### src/rtl/efc_pkg.sv
package efc_pkg;
    localparam int OFS_TYPE     = 'h400;
    localparam int OFS_MATCH    = 'hA00;
    localparam int OFS_CEN_SET  = 'hC00;
    localparam int OFS_CEN_CLR  = 'hC20;
    localparam int OFS_IEN_SET  = 'hC40;
    localparam int OFS_IEN_CLR  = 'hC60;
    localparam int OFS_OVF_CLR  = 'hC80;
    localparam int OFS_OVF_SET  = 'hCC0;
    localparam int OFS_CFG      = 'hE00;
    localparam int OFS_CTRL     = 'hE04;
    localparam int OFS_EVMAP_LO = 'hE20;
    localparam int OFS_EVMAP_HI = 'hE28;
    localparam int OFS_IRQCTL   = 'hE50;
    localparam int CODE_W       = 16;
    localparam int SPAN_BIT     = 29;
    localparam int CFG_FILT_BIT = 23;
endpackage

### src/rtl/efc_sid_match.sv
module efc_sid_match #(
    parameter int SID_W = 32
) (
    input  logic [SID_W-1:0] sid,
    input  logic [SID_W-1:0] pattern,
    input  logic             span,
    output logic             hit
);
    // trailing ones plus the lowest zero: the wildcard field in span mode
    logic [SID_W-1:0] dont_care;
    assign dont_care = pattern ^ (pattern + SID_W'(1));
    assign hit = span ? (((sid ^ pattern) & ~dont_care) == '0)
                      : (sid == pattern);
endmodule

### src/rtl/efc_read_mux.sv
module efc_read_mux
    import efc_pkg::*;
#(
    parameter int N       = 4,
    parameter int CTR_W   = 32,
    parameter int SID_W   = 32,
    parameter int NUM_EVT = 8,
    parameter int ADDR_W  = 12
) (
    input  logic [ADDR_W-1:0]            addr,
    input  logic [N-1:0][CTR_W-1:0]      cnt,
    input  logic [N-1:0][CODE_W-1:0]     code,
    input  logic [N-1:0]                 span,
    input  logic [N-1:0][SID_W-1:0]      pat,
    input  logic [N-1:0]                 cen,
    input  logic [N-1:0]                 ien,
    input  logic [N-1:0]                 ovf,
    input  logic                         gen,
    input  logic                         gie,
    output logic [63:0]                  rdata
);
    localparam int STRIDE = (CTR_W > 32) ? 8 : 4;

    logic [63:0] cfg_word;
    logic [63:0] evmap;

    assign cfg_word = {40'd0, 1'b1, 9'd0, 6'(CTR_W - 1), 2'd0, 6'(N - 1)};

    always_comb begin
        evmap = '0;
        evmap[NUM_EVT-1:0] = '1;
    end

    always_comb begin
        rdata = '0;
        for (int n = 0; n < N; n++) begin
            if (addr == ADDR_W'(n * STRIDE))
                rdata = 64'(cnt[n]);
            if (addr == ADDR_W'(OFS_TYPE + 4 * n))
                rdata = {34'd0, span[n], 13'd0, code[n]};
            if (addr == ADDR_W'(OFS_MATCH + 4 * n))
                rdata = 64'(pat[n]);
        end
        if (addr == ADDR_W'(OFS_CEN_SET) || addr == ADDR_W'(OFS_CEN_CLR)) rdata = 64'(cen);
        if (addr == ADDR_W'(OFS_IEN_SET) || addr == ADDR_W'(OFS_IEN_CLR)) rdata = 64'(ien);
        if (addr == ADDR_W'(OFS_OVF_SET) || addr == ADDR_W'(OFS_OVF_CLR)) rdata = 64'(ovf);
        if (addr == ADDR_W'(OFS_CFG))      rdata = cfg_word;
        if (addr == ADDR_W'(OFS_CTRL))     rdata = {63'd0, gen};
        if (addr == ADDR_W'(OFS_IRQCTL))   rdata = {63'd0, gie};
        if (addr == ADDR_W'(OFS_EVMAP_LO)) rdata = evmap;
        if (addr == ADDR_W'(OFS_EVMAP_HI)) rdata = '0;
    end
endmodule

### src/rtl/efc_group.sv
module efc_group
    import efc_pkg::*;
#(
    parameter int N       = 4,
    parameter int CTR_W   = 32,
    parameter int SID_W   = 32,
    parameter int NUM_EVT = 8,
    parameter int ADDR_W  = 12
) (
    input  logic               clk,
    input  logic               rst_n,
    input  logic               wr_en,
    input  logic [ADDR_W-1:0]  addr,
    input  logic [63:0]        wdata,
    output logic [63:0]        rdata,
    input  logic [NUM_EVT-1:0] evt_pulse,
    input  logic [SID_W-1:0]   evt_sid,
    output logic               irq
);
    localparam int STRIDE = (CTR_W > 32) ? 8 : 4;
    localparam int EV_IW  = (NUM_EVT > 1) ? $clog2(NUM_EVT) : 1;

    typedef struct packed {
        logic [N-1:0][CTR_W-1:0]  cnt;
        logic [N-1:0][CODE_W-1:0] code;
        logic [N-1:0]             span;
        logic [N-1:0][SID_W-1:0]  pat;
        logic [N-1:0]             cen;
        logic [N-1:0]             ien;
        logic [N-1:0]             ovf;
        logic                     gen;
        logic                     gie;
    } efc_state_t;

    efc_state_t st_d, st_q;

    logic [N-1:0] hit_cnt, hit_type, hit_pat, sid_ok, fire;
    logic [N-1:0] wvec;
    logic         unused_wdata;

    // views of the state for the read mux and the bound checker
    logic [N-1:0][CTR_W-1:0] cnt_q;
    logic [N-1:0]            cen_q, ien_q, ovf_q;
    logic                    gen_q, gie_q;

    assign cnt_q = st_q.cnt;
    assign cen_q = st_q.cen;
    assign ien_q = st_q.ien;
    assign ovf_q = st_q.ovf;
    assign gen_q = st_q.gen;
    assign gie_q = st_q.gie;

    assign wvec         = wdata[N-1:0];
    assign unused_wdata = ^wdata;

    for (genvar g = 0; g < N; g++) begin : g_slot
        assign hit_cnt[g]  = wr_en && (addr == ADDR_W'(g * STRIDE));
        assign hit_type[g] = wr_en && (addr == ADDR_W'(OFS_TYPE + 4 * g));
        assign hit_pat[g]  = wr_en && (addr == ADDR_W'(OFS_MATCH + 4 * g));

        efc_sid_match #(.SID_W(SID_W)) u_match (
            .sid     (evt_sid),
            .pattern (st_q.pat[g]),
            .span    (st_q.span[g]),
            .hit     (sid_ok[g])
        );

        assign fire[g] = (st_q.code[g] == '0) ? 1'b1
                       : ((st_q.code[g] < CODE_W'(NUM_EVT))
                          && evt_pulse[st_q.code[g][EV_IW-1:0]]
                          && sid_ok[g]);
    end

    always_comb begin
        st_d = st_q;
        if (wr_en) begin
            if (addr == ADDR_W'(OFS_CEN_SET)) st_d.cen = st_q.cen | wvec;
            if (addr == ADDR_W'(OFS_CEN_CLR)) st_d.cen = st_q.cen & ~wvec;
            if (addr == ADDR_W'(OFS_IEN_SET)) st_d.ien = st_q.ien | wvec;
            if (addr == ADDR_W'(OFS_IEN_CLR)) st_d.ien = st_q.ien & ~wvec;
            if (addr == ADDR_W'(OFS_OVF_SET)) st_d.ovf = st_q.ovf | wvec;
            if (addr == ADDR_W'(OFS_OVF_CLR)) st_d.ovf = st_q.ovf & ~wvec;
            if (addr == ADDR_W'(OFS_CTRL))    st_d.gen = wdata[0];
            if (addr == ADDR_W'(OFS_IRQCTL))  st_d.gie = wdata[0];
        end
        for (int n = 0; n < N; n++) begin
            if (hit_type[n]) begin
                st_d.code[n] = wdata[CODE_W-1:0];
                st_d.span[n] = wdata[SPAN_BIT];
            end
            if (hit_pat[n])
                st_d.pat[n] = wdata[SID_W-1:0];
            if (hit_cnt[n]) begin
                st_d.cnt[n] = wdata[CTR_W-1:0];
            end else if (st_q.gen && st_q.cen[n] && fire[n]) begin
                st_d.cnt[n] = st_q.cnt[n] + CTR_W'(1);
                if (&st_q.cnt[n])
                    st_d.ovf[n] = 1'b1;
            end
        end
    end

    always_ff @(posedge clk or negedge rst_n) begin
        if (!rst_n) st_q <= '0;
        else        st_q <= st_d;
    end

    assign irq = st_q.gie && (|(st_q.ovf & st_q.ien));

    efc_read_mux #(
        .N(N), .CTR_W(CTR_W), .SID_W(SID_W), .NUM_EVT(NUM_EVT), .ADDR_W(ADDR_W)
    ) u_rd (
        .addr  (addr),
        .cnt   (cnt_q),
        .code  (st_q.code),
        .span  (st_q.span),
        .pat   (st_q.pat),
        .cen   (cen_q),
        .ien   (ien_q),
        .ovf   (ovf_q),
        .gen   (gen_q),
        .gie   (gie_q),
        .rdata (rdata)
    );
endmodule

### config.mk
export PLATFORM = sky130hd
export DESIGN_NAME = efc_group
export DESIGN_NICKNAME = d
export VERILOG_FILES = /design/src/rtl/efc_pkg.sv /design/src/rtl/efc_sid_match.sv /design/src/rtl/efc_read_mux.sv /design/src/rtl/efc_group.sv
export SDC_FILE = /design/constraint.sdc
export NUM_CORES = 1
export LEC_CHECK = 0
export BUFFER_PORTS_ARGS = -buffer_cell sky130_fd_sc_hd__buf_2
export CAP_MARGIN = 30
export CORE_MARGIN = 3
export CORE_UTILIZATION = 45
export DETAILED_ROUTE_END_ITERATION = 8
export GPL_ROUTABILITY_DRIVEN = 0
export PLACE_DENSITY = 0.64
export RECOVER_POWER = 100
export SYNTH_ARGS = -nofsm -noshare
export SYNTH_HDL_FRONTEND = slang
export SYNTH_SLANG_ARGS = --single-unit
### constraint.sdc
create_clock -name clk -period 3.1 [get_ports clk]
set_input_delay 0.31 -clock clk [delete_from_list [all_inputs] [get_ports clk]]
set_output_delay 0.31 -clock clk [all_outputs]
set_load 0.02 [all_outputs]
======== Yosys cells after proc, flatten, opt, wreduce, memory -nomap -nowiden ========
Index checks and enable logic that the tools add are counted.
cells by class
  magnitude comparators ................... 8
  $add $sub $neg .......................... 8
  bitwise operators ....................... 24
  reductions and logical operators ........ 56
  eq/ne operators ......................... 26
  multiplexer cells ....................... 65
operators by type and width
  cell                                                                           number
  32-bit 2-to-1 mux                                                              28
  32-bit by 1-bit adder with 32-bit output, second input constant                8
  32-bit bitwise XOR                                                             8
  12-bit == test, second input constant                                          15
  32-bit AND                                                                     4
  32-bit == test                                                                 4
  32-bit logical NOT                                                             4
  32-bit NOT                                                                     4
  32-bit AND reduction                                                           4
  16-bit logical NOT                                                             4
  16-bit by 4-bit less-than comparator with 1-bit output, second input constant  4
  12-bit by 11-bit == test with 1-bit output, second input constant              4
  1-bit logical AND                                                              29
  1-bit 2-to-1 mux                                                               26
  12-bit by 4-bit == test with 1-bit output, second input constant               2
  4-bit 2-to-1 mux                                                               6
  4-bit AND                                                                      4
  3-bit by 4-bit less-than comparator with 1-bit output, second input constant   4
  1-bit binary-select mux with 3-bit select                                      4
  12-bit by 3-bit == test with 1-bit output, second input constant               1
  12-bit logical NOT                                                             1
  4-bit bitwise OR                                                               3
  2-bit nonzero test                                                             6
  2-bit AND reduction                                                            4
  4 further kinds                                                                6
storage, ports and cells
  output and inout port bits .............. 65
  logic and storage cells ................. 208
  register bits ........................... 338
  input bits .............................. 119

======== Depth between registers and ports, before layout ========
Gate-level depths: netlist of run 1.
  word-level depth ........................ 21
  mapped depth ............................ 13
  mapped depth without buffers ............ 10

======== Hierarchy ========
From an unflattened synthesis of run 1, not the netlist that was laid out.
unflattened totals
  cells, all modules ...................... 2,576
  area, all modules ....................... 23,191.0 um^2
modules (own cells, without submodules)
  module                                 times used  cells an instance  seq. area each (um^2)  area each (um^2)
  efc_group                              1           1,441              8,458.1                15,841.4
  efc_read_mux                           1           588                0.0                    3,704.8
  efc_sid_match (g_slot[1].u_match ...)  3           137                0.0                    894.6
  efc_sid_match (g_slot[0].u_match)      1           136                0.0                    960.9

======== Least setup slack after synthesis of run 1 ========
OpenSTA, ideal clock, no wires.
  path kind ............................... input to output
  start ................................... input port addr[4]
  end ..................................... output port rdata[3]
  arrival time ............................ 2,889 ps
  cell stages on the path ................. 9
  slack ................................... -99 ps
  data required time ...................... 2,790 ps
  buffers on the path ..................... 2
  cells stage by stage .................... nor4_1 -> nand4b_1 -> nor2_1 -> clkbuf_1 -> buf_1 -> a22oi_1 -> nand2_1 -> nor2_1 -> nor4_1
between the ends
  longest elaborated chain between the ends .. 21
  elaborated cells between the ends (all ways) .. 46
  those cells by class .................... eq/ne: 22; mux: 20; reduce/logical: 4
RTL lines
  item                 line                source
  from (decl)          efc_group.sv:13     input logic [ADDR_W-1:0] addr,
  12-bit logical NOT   efc_read_mux.sv:37  if (addr == ADDR_W'(n * STRIDE))
  32-bit 2-to-1 mux    efc_read_mux.sv:37
  32-bit 2-to-1 mux    efc_read_mux.sv:39  if (addr == ADDR_W'(OFS_TYPE + 4 * n))
  32-bit 2-to-1 mux    efc_read_mux.sv:41  if (addr == ADDR_W'(OFS_MATCH + 4 * n))
  32-bit 2-to-1 mux    efc_read_mux.sv:37
  32-bit 2-to-1 mux    efc_read_mux.sv:39
  32-bit 2-to-1 mux    efc_read_mux.sv:41
  32-bit 2-to-1 mux    efc_read_mux.sv:37
  [5 not listed]       -
  32-bit 2-to-1 mux    efc_read_mux.sv:44  if (addr == ADDR_W'(OFS_CEN_SET) || addr == ADDR_W'(OFS_CEN_CLR)) rdata = 64'(cen);
  32-bit 2-to-1 mux    efc_read_mux.sv:45  if (addr == ADDR_W'(OFS_IEN_SET) || addr == ADDR_W'(OFS_IEN_CLR)) rdata = 64'(ien);
  32-bit 2-to-1 mux    efc_read_mux.sv:46  if (addr == ADDR_W'(OFS_OVF_SET) || addr == ADDR_W'(OFS_OVF_CLR)) rdata = 64'(ovf);
  32-bit 2-to-1 mux    efc_read_mux.sv:47  if (addr == ADDR_W'(OFS_CFG)) rdata = cfg_word;
  32-bit 2-to-1 mux    efc_read_mux.sv:48  if (addr == ADDR_W'(OFS_CTRL)) rdata = {63'd0, gen};
  32-bit 2-to-1 mux    efc_read_mux.sv:49  if (addr == ADDR_W'(OFS_IRQCTL)) rdata = {63'd0, gie};
  32-bit 2-to-1 mux    efc_read_mux.sv:50  if (addr == ADDR_W'(OFS_EVMAP_LO)) rdata = evmap;
  32-bit 2-to-1 mux *  efc_read_mux.sv:51  if (addr == ADDR_W'(OFS_EVMAP_HI)) rdata = '0;
  to (decl)            efc_group.sv:15     output logic [63:0] rdata,
Mark *: on every way between the ends. The rest lies on a longest branch, timed or not.

======== Final worst setup path of run 1 ========
  start ................................... input port addr[6]
  end ..................................... output port rdata[16]
Same word-level chain as after synthesis.

==> results of run 1 <==
-- sequential cells by signal, summed over array words and instances (netlist names), named ones only --
name,cells
st_q,196
cnt_q,128
ovf_q,4
gen_q,1
gie_q,1
-- routing by layer --
| layer | GRT usage | vias to the layer above | wire [µm] |
|---|---|---|---|
| met1 | 0.4617 | 11820 | 36360 |
| met4 | 0.1795 | 2 | 6811 |
| met2 | 0.5627 | 1875 | 44400 |
| met5 | 0 | - | 11 |
| met3 | 0.1053 | 464 | 13740 |
| li1 | - | 10110 | - |
-- area by class of cell --
cell class	instances	area, µm²	area share
tap	664	830.8	0.02818
multi-input combinational	1938	14560	0.4938
clock inverter	15	171.4	0.005813
inverter	44	165.2	0.005601
sequential	338	8473	0.2874
antenna	1	2.502	0.00008486
timing repair buffer	564	4106	0.1393
clock buffer	57	1177	0.03993
-- worst paths after layout --
check | cells after the start | to | startpoint
worst max-delay path | 11 | rdata[16] | addr[6]
worst min-delay path | 3 | cnt_q[120] | wdata[24]
worst max register to register | 12 | cnt_q[107] | st_q[113]
worst min register to register | 2 | flop | flop
max in group asynchronous | 3 | cnt_q[51] | rst_n
min in group asynchronous | 2 | ovf_q[0] | rst_n
-- repair_timing --
action	4_1_cts	5_1_grt
buffers inserted	23	17
hold endpoints to repair	54	0
cloned	2	2
pin swaps	63	99
resized for setup	99	160
setup endpoints to repair	86	116
hold buffers	1	0
-- cells in the final DEF, fill, tap and decap left out, types with 9 or more instances in the layout --
cell | netlist | routed
buf_4 | 33 | 380
a21oi_1 | 89 | 88
nor4_2 | 17 | 21
nor4_4 | 1 | 29
a222oi_1 | 36 | 36
mux2_2 | 192 | 192
xnor2_1 | 161 | 152
a31oi_1 | 36 | 31
or3_1 | 18 | 17
o22ai_1 | 13 | 11
a22oi_1 | 64 | 64
dfrtp_2 | 0 | 12
buf_2 | 14 | 117
mux2i_1 | 20 | 19
a221oi_1 | 17 | 15
and3_1 | 34 | 30
xor2_1 | 59 | 58
nor2_1 | 149 | 138
buf_6 | 4 | 25
a22o_1 | 10 | 10
nand3_1 | 108 | 100
nor4_1 | 57 | 25
o21ai_1 | 9 | 13
nand4_1 | 100 | 100
buf_12 | 1 | 11
o21ai_0 | 120 | 116
nor3b_1 | 18 | 10
nand2b_1 | 13 | 13
conb_1 | 1 | 32
nand2_1 | 252 | 246
clkbuf_16 | 0 | 42
and2_1 | 30 | 27
inv_1 | 43 | 43
and4_1 | 28 | 27
nor3_1 | 52 | 44
dfrtp_1 | 338 | 326
o2bb2ai_1 | 10 | 9
clkbuf_1 | 135 | 25
-- worst max-delay path, stage by stage --
cell and delay, ps:
clkbuf_1 230, nor4_1 100, clkbuf_1 180, nand4b_1 170, buf_4 150, nor2_2 60
buf_6 160, buf_4 210, a222oi_1 770, nand4_1 360, buf_2 270
-- cells by family after synthesis --
group                    count (synthesis)  share of synthesized area
buffers and inverters                  254                    0.05227
AND/OR/NAND/NOR                        949                     0.2243
other                                    1                  0.0001640
multiplexers                           221                     0.1119
flip-flops                             338                     0.3700
XOR/XNOR                               220                    0.08429
adder cells (fa/ha/maj)                  8                   0.004379
AO/OA/AOI/OAI                          508                     0.1527
-- per-stage QoR --
stage          total power, µW  worst slack, ps  setup TNS (ps)  hold WS, ps  cells
2_1_floorplan             4896           -58.99          -58.99        14.41   2530
4_1_cts                  10230           -126.7           -1465        12.15   3603
6_report                 10280           -202.7           -4026        107.8   3621
5_1_grt                  10510           -238.6          -14430        130.8   3620
3_5_place_dp              5340           -331.0          -12340        313.3   3505
3_3_place_gp              5329           -253.3           -7029        303.3   3505
-- power breakdown --
part | total [µW] | internal (µW) | switching [µW] | leakage (µW)
Clock | 4950 | 2900 | 2050 | 0.000655
Combinational | 871 | 263 | 609 | 0.00798
Sequential | 4460 | 4430 | 30.2 | 0.00450
==> flow_summary.toml, run 1 <==
[outcome]
status = "finished, violations left"
violations = "max-capacitance violations, max-slew violations, negative setup slack"

[floorplanning]
core_um2 = 49560
start_util = 0.4613
ios = 184
rows = 81
dieHeight_um = 231.4
fp.dieW_um = 231.4
dieArea_um2 = 53540

[route]
wl_per_cell_um = 27.98
drc = 0
vias = 24270
vias_per_cell = 6.703
first_pass_iters = 8
wl_um = 101300
drtIter0Drc = 3833
ant_nets = 0

[grt]
grt_pass1_vias = 23180
grt_max_degree = 88
antenna_found_initial = 1
grt.overflow.total = 0
grt_pass1_wl_um = 146100
grt.total_usage = 0.3620

[hold_path]
hp-class = "in -> reg"

[place]
dpl.hpwl_um = 74800
placed_area_um2 = 26630
port_buffers = 119

[power]
powerDensity_nw_per_um2 = 348.7
max-vdd-ir-drop_mv = 0.3741
leakagePower_uw = 0.01314

[critical_path]
rrSetupSlack_ps = -180
cp_data_required_time_ps = 2790
end_kind = "primary output"
worstPathMaxFanout = 16
cp-start-kind = "input port"
cp_data_arrival_time_ps = 2990
path_class = "in -> out"

[sta]
fin_ws_ps = -202.7
finalCritPeriodShare = 1.065
hold_viol_final = 0
drv_slew = 60
final-setup-viol-count = 69
tightestPinTransition_ps = 1653
relSlewSlack = -0.1023
timing.fmax_mhz = 302.8
finClkSkew_ps = 34.49
rsz0062_at_grt = "yes"
min_period_ps = 3303

[layout]
final_nets = 3053
finalCoreUtilization = 0.5950
area_growth_pct = 28.99
fillCellCount = 4060
layout-drive-gt1-share = 0.3444
final_cell_area_um2 = 29490

[logic_synthesis]
yosysMostFrequentCell = "dfrtp_1"
synth_cell_types = 97
avgSynthCellArea_um2 = 9.148
ys_top_cells_by_area = "dfrtp_1, mux2_2, xnor2_1, nand2_1, nand4_1"
netlist_area_um2 = 22860
synth-edff-count = 0
synth_cells = 2499
ys_async_sr_fraction = 1.000
ys_seq_elements = 338
synth_commonest_cells = "dfrtp_1, nand2_1, mux2_2"
yosysSeqAreaShare = 0.3700
synth_warnings = 0
synth-main-ff-cell = "dfrtp_1"
synth_top_cell_by_area = "dfrtp_1"
synth_top_area_share = 0.3700

[clock_tree]
clock-sinks = 338
clk_pin_slew_ps = 60
insertion_delay_ps = 590
numCtsBuffers = 40
h-tree-depth = 2
cts_root_buf = "clkbuf_16"
cts_buffer_depth = 3
cts_tree = "done"

[run]
drv_cap = 1
No activity file was read; power rests on OpenSTA's default activity.
==> run 2, diff against run 1 <==
Settings changed: CTS_BUF_LIST from default to sky130_fd_sc_hd__clkbuf_2 sky130_fd_sc_hd__clkbuf_4 sky130_fd_sc_hd__clkbuf_8, GPL_TIMING_DRIVEN from default to 0.
==> flow_summary.toml, run 2 (synthesized netlist as in run 1, its figures left out) <==
[outcome]
status = "finished, violations left"
violations = "design-rule violations, max-capacitance violations, max-slew violations, negative setup slack"

[floorplanning]
ios = 184
start_util = 0.4613
core_um2 = 49560
dieHeight_um = 231.4
fp.dieW_um = 231.4
dieArea_um2 = 53540
rows = 81

[place]
port_buffers = 93
placed_area_um2 = 24410
dpl.hpwl_um = 77530
dp_cells = 3292
dp_slack_ps = -1414

[grt]
grt_max_degree = 122
grt.overflow.total = 0
met3_usage = 0.1334
gr-max-usage-layer = "met2"
grt_use_met2 = 0.5723
grt.total_usage = 0.3781
grt_pass1_wl_um = 150400
antenna_found_initial = 3
grt_pass1_vias = 23120
use_met1 = 0.4591

[clock_tree]
cts_tree = "done"
h-tree-depth = 2
numCtsBuffers = 58
clock-sinks = 338
cts_buffer_depth = 3
clk_pin_slew_ps = 70
cts_root_buf = "clkbuf_8"
insertion_delay_ps = 710

[critical_path]
slowest_stage = "or4_4"
cp_data_required_time_ps = 3680
end_kind = "flop"
path_class = "reg -> reg"
cp-start-kind = "flop"
cpPeakStageDelay_ps = 550
crit_path_frequent_cell = "buf_4"
worstPathMaxFanout = 5
path_buf_inv = 6
cp_data_arrival_time_ps = 4180
crit_chain = "and3_2 > nand4_4 > buf_6 > or4_4 > o2bb2ai_4 > buf_4 > nor4_4 > buf_4 > a41oi_4 > buf_6 > nor4_4 > buf_4 > buf_4 > xnor2_1 > o21ai_1"
cp_top_family = "simple AND/OR/NAND/NOR gates"

[sta]
final-setup-viol-count = 143
rsz0062_at_grt = "yes"
min_period_ps = 3598
finalCritPeriodShare = 1.161
hold_viol_final = 0
relSlewSlack = -0.1478
finClkSkew_ps = 43.48
drv_slew = 29
timing.fmax_mhz = 277.9
fin_ws_ps = -498.3
tightestPinTransition_ps = 1722

[layout]
final_cell_mix = "dfrtp_1, nand2_1, mux2_2, xnor2_1, buf_4"
final_nets = 2950
final_common_cell = "dfrtp_1"
antenna_cells = 0
top_register = "st_q"
finalCoreUtilization = 0.5799
final_cell_area_um2 = 28740
largest_register_ffs = 196
layout-drive-gt1-share = 0.3144
fillCellCount = 4160
layout.cells.non_filler = 3533
area_growth_pct = 25.72

[power]
switching_share = 0.2648
power_switching_uw = 2655
leakagePower_uw = 0.01232
combPwrFrac = 0.083
powerDensity_nw_per_um2 = 348.8
max-vdd-ir-drop_mv = 0.2963
pwr-share-clk = 0.470
p_int_uw = 7370
seqPwrFrac = 0.446

[route]
drc = 7
first_pass_iters = 9
drtIter0Drc = 3380
vias_per_cell = 6.875
ant_nets = 0
wl_per_cell_um = 29.86
vias = 24290
wl_um = 105500

[run]
drv_cap = 1

[hold_path]
hp-class = "in -> reg"
[run 2: cell types whose count changed in the layout (fill, tap and decap cells not counted), moves of 8 or more]
cell / change
buf_4: -232
clkbuf_8: +74
clkbuf_1: +72
dfrtp_1: -43
dfrtp_2: +43
clkbuf_16: -41
clkbuf_4: +29
buf_2: -24
dlygate4sd3_1: +18
nor3_1: -14
nor3_2: +9
nor4_2: -9
o21ai_0: -9
buf_6: +8
[run 2: worst register-to-register path: stages, from the launching register on]
cell       delay [ps]
dfrtp_1           440
and3_2            300
nand4_4           140
buf_6             160
or4_4             550
o2bb2ai_4         170
buf_4             160
nor4_4            310
buf_4             190
a41oi_4           210
buf_6             200
nor4_4            130
buf_4             170
buf_4             150
xnor2_1           130
o21ai_1            70
[run 2: worst paths after layout]
| kind | start | end | slack [ps] | cells past startpoint |
|---|---|---|---|---|
| max | st_q[124] | cnt_q[103] | -500 | 15 |
| min | wdata[27] | cnt_q[91] | 30 | 3 |
| max reg2reg | st_q[124] | cnt_q[103] | -500 | 15 |
| min reg2reg | flop | flop | 510 | 2 |
| max in group asynchronous | rst_n | st_q[95] | 290 | 4 |
| min in group asynchronous | rst_n | cnt_q[6] | 610 | 2 |
[run 2: power by group through the flow]
stage                     Sequential, µW  Clock [µW]  Combinational (µW)
after floorplan                     4530           0                 363
after global placement              4550           0                 710
after detailed placement            4550           0                 739
after CTS                           4470        4700                 784
after global routing                4470        4910                 872
final                               4470        4720                 836
[run 2: area by class of cell]
cell class,instances,area (µm²),share of cell area
well taps,664,830.8,0.02891
inverters,44,165.2,0.005746
multi-input cells,1938,14790,0.5146
flip-flops and latches,338,8527,0.2967
plain buffers,190,1197,0.04166
repair buffers,253,1883,0.06552
clock inverters,12,155.1,0.005398
clock buffers,94,1194,0.04153
[run 2: per-stage QoR]
| step | hold slack [ps] | total power (µW) | TNS, ps |
|---|---|---|---|
| after floorplan | 14.41 | 4896 | -58.99 |
| after global placement | 491.4 | 5259 | -1794880 |
| after detailed placement | 191.4 | 5287 | -163120 |
| after CTS | 8.398 | 9957 | -4546 |
| after global routing | 38.56 | 10250 | -48340 |
| final | 29.99 | 10030 | -32960 |
[run 2: timing repair]
item | 4_1_cts | 5_1_grt
resized for setup | 313 | 188
cloned | 4 | 1
pin swaps | 123 | 102
endpoints found under the setup margin | 164 | 151
hold buffers | 18 | 0
buffers inserted | 76 | 56
endpoints found under the hold margin | 293 | 0
[run 2: metal layers]
metal / vias up / part of all wire
met5: - / 0.00012
met4: 2 / 0.079
met3: 547 / 0.14
met2: 2035 / 0.43
met1: 11790 / 0.35
li1: 9910 / -
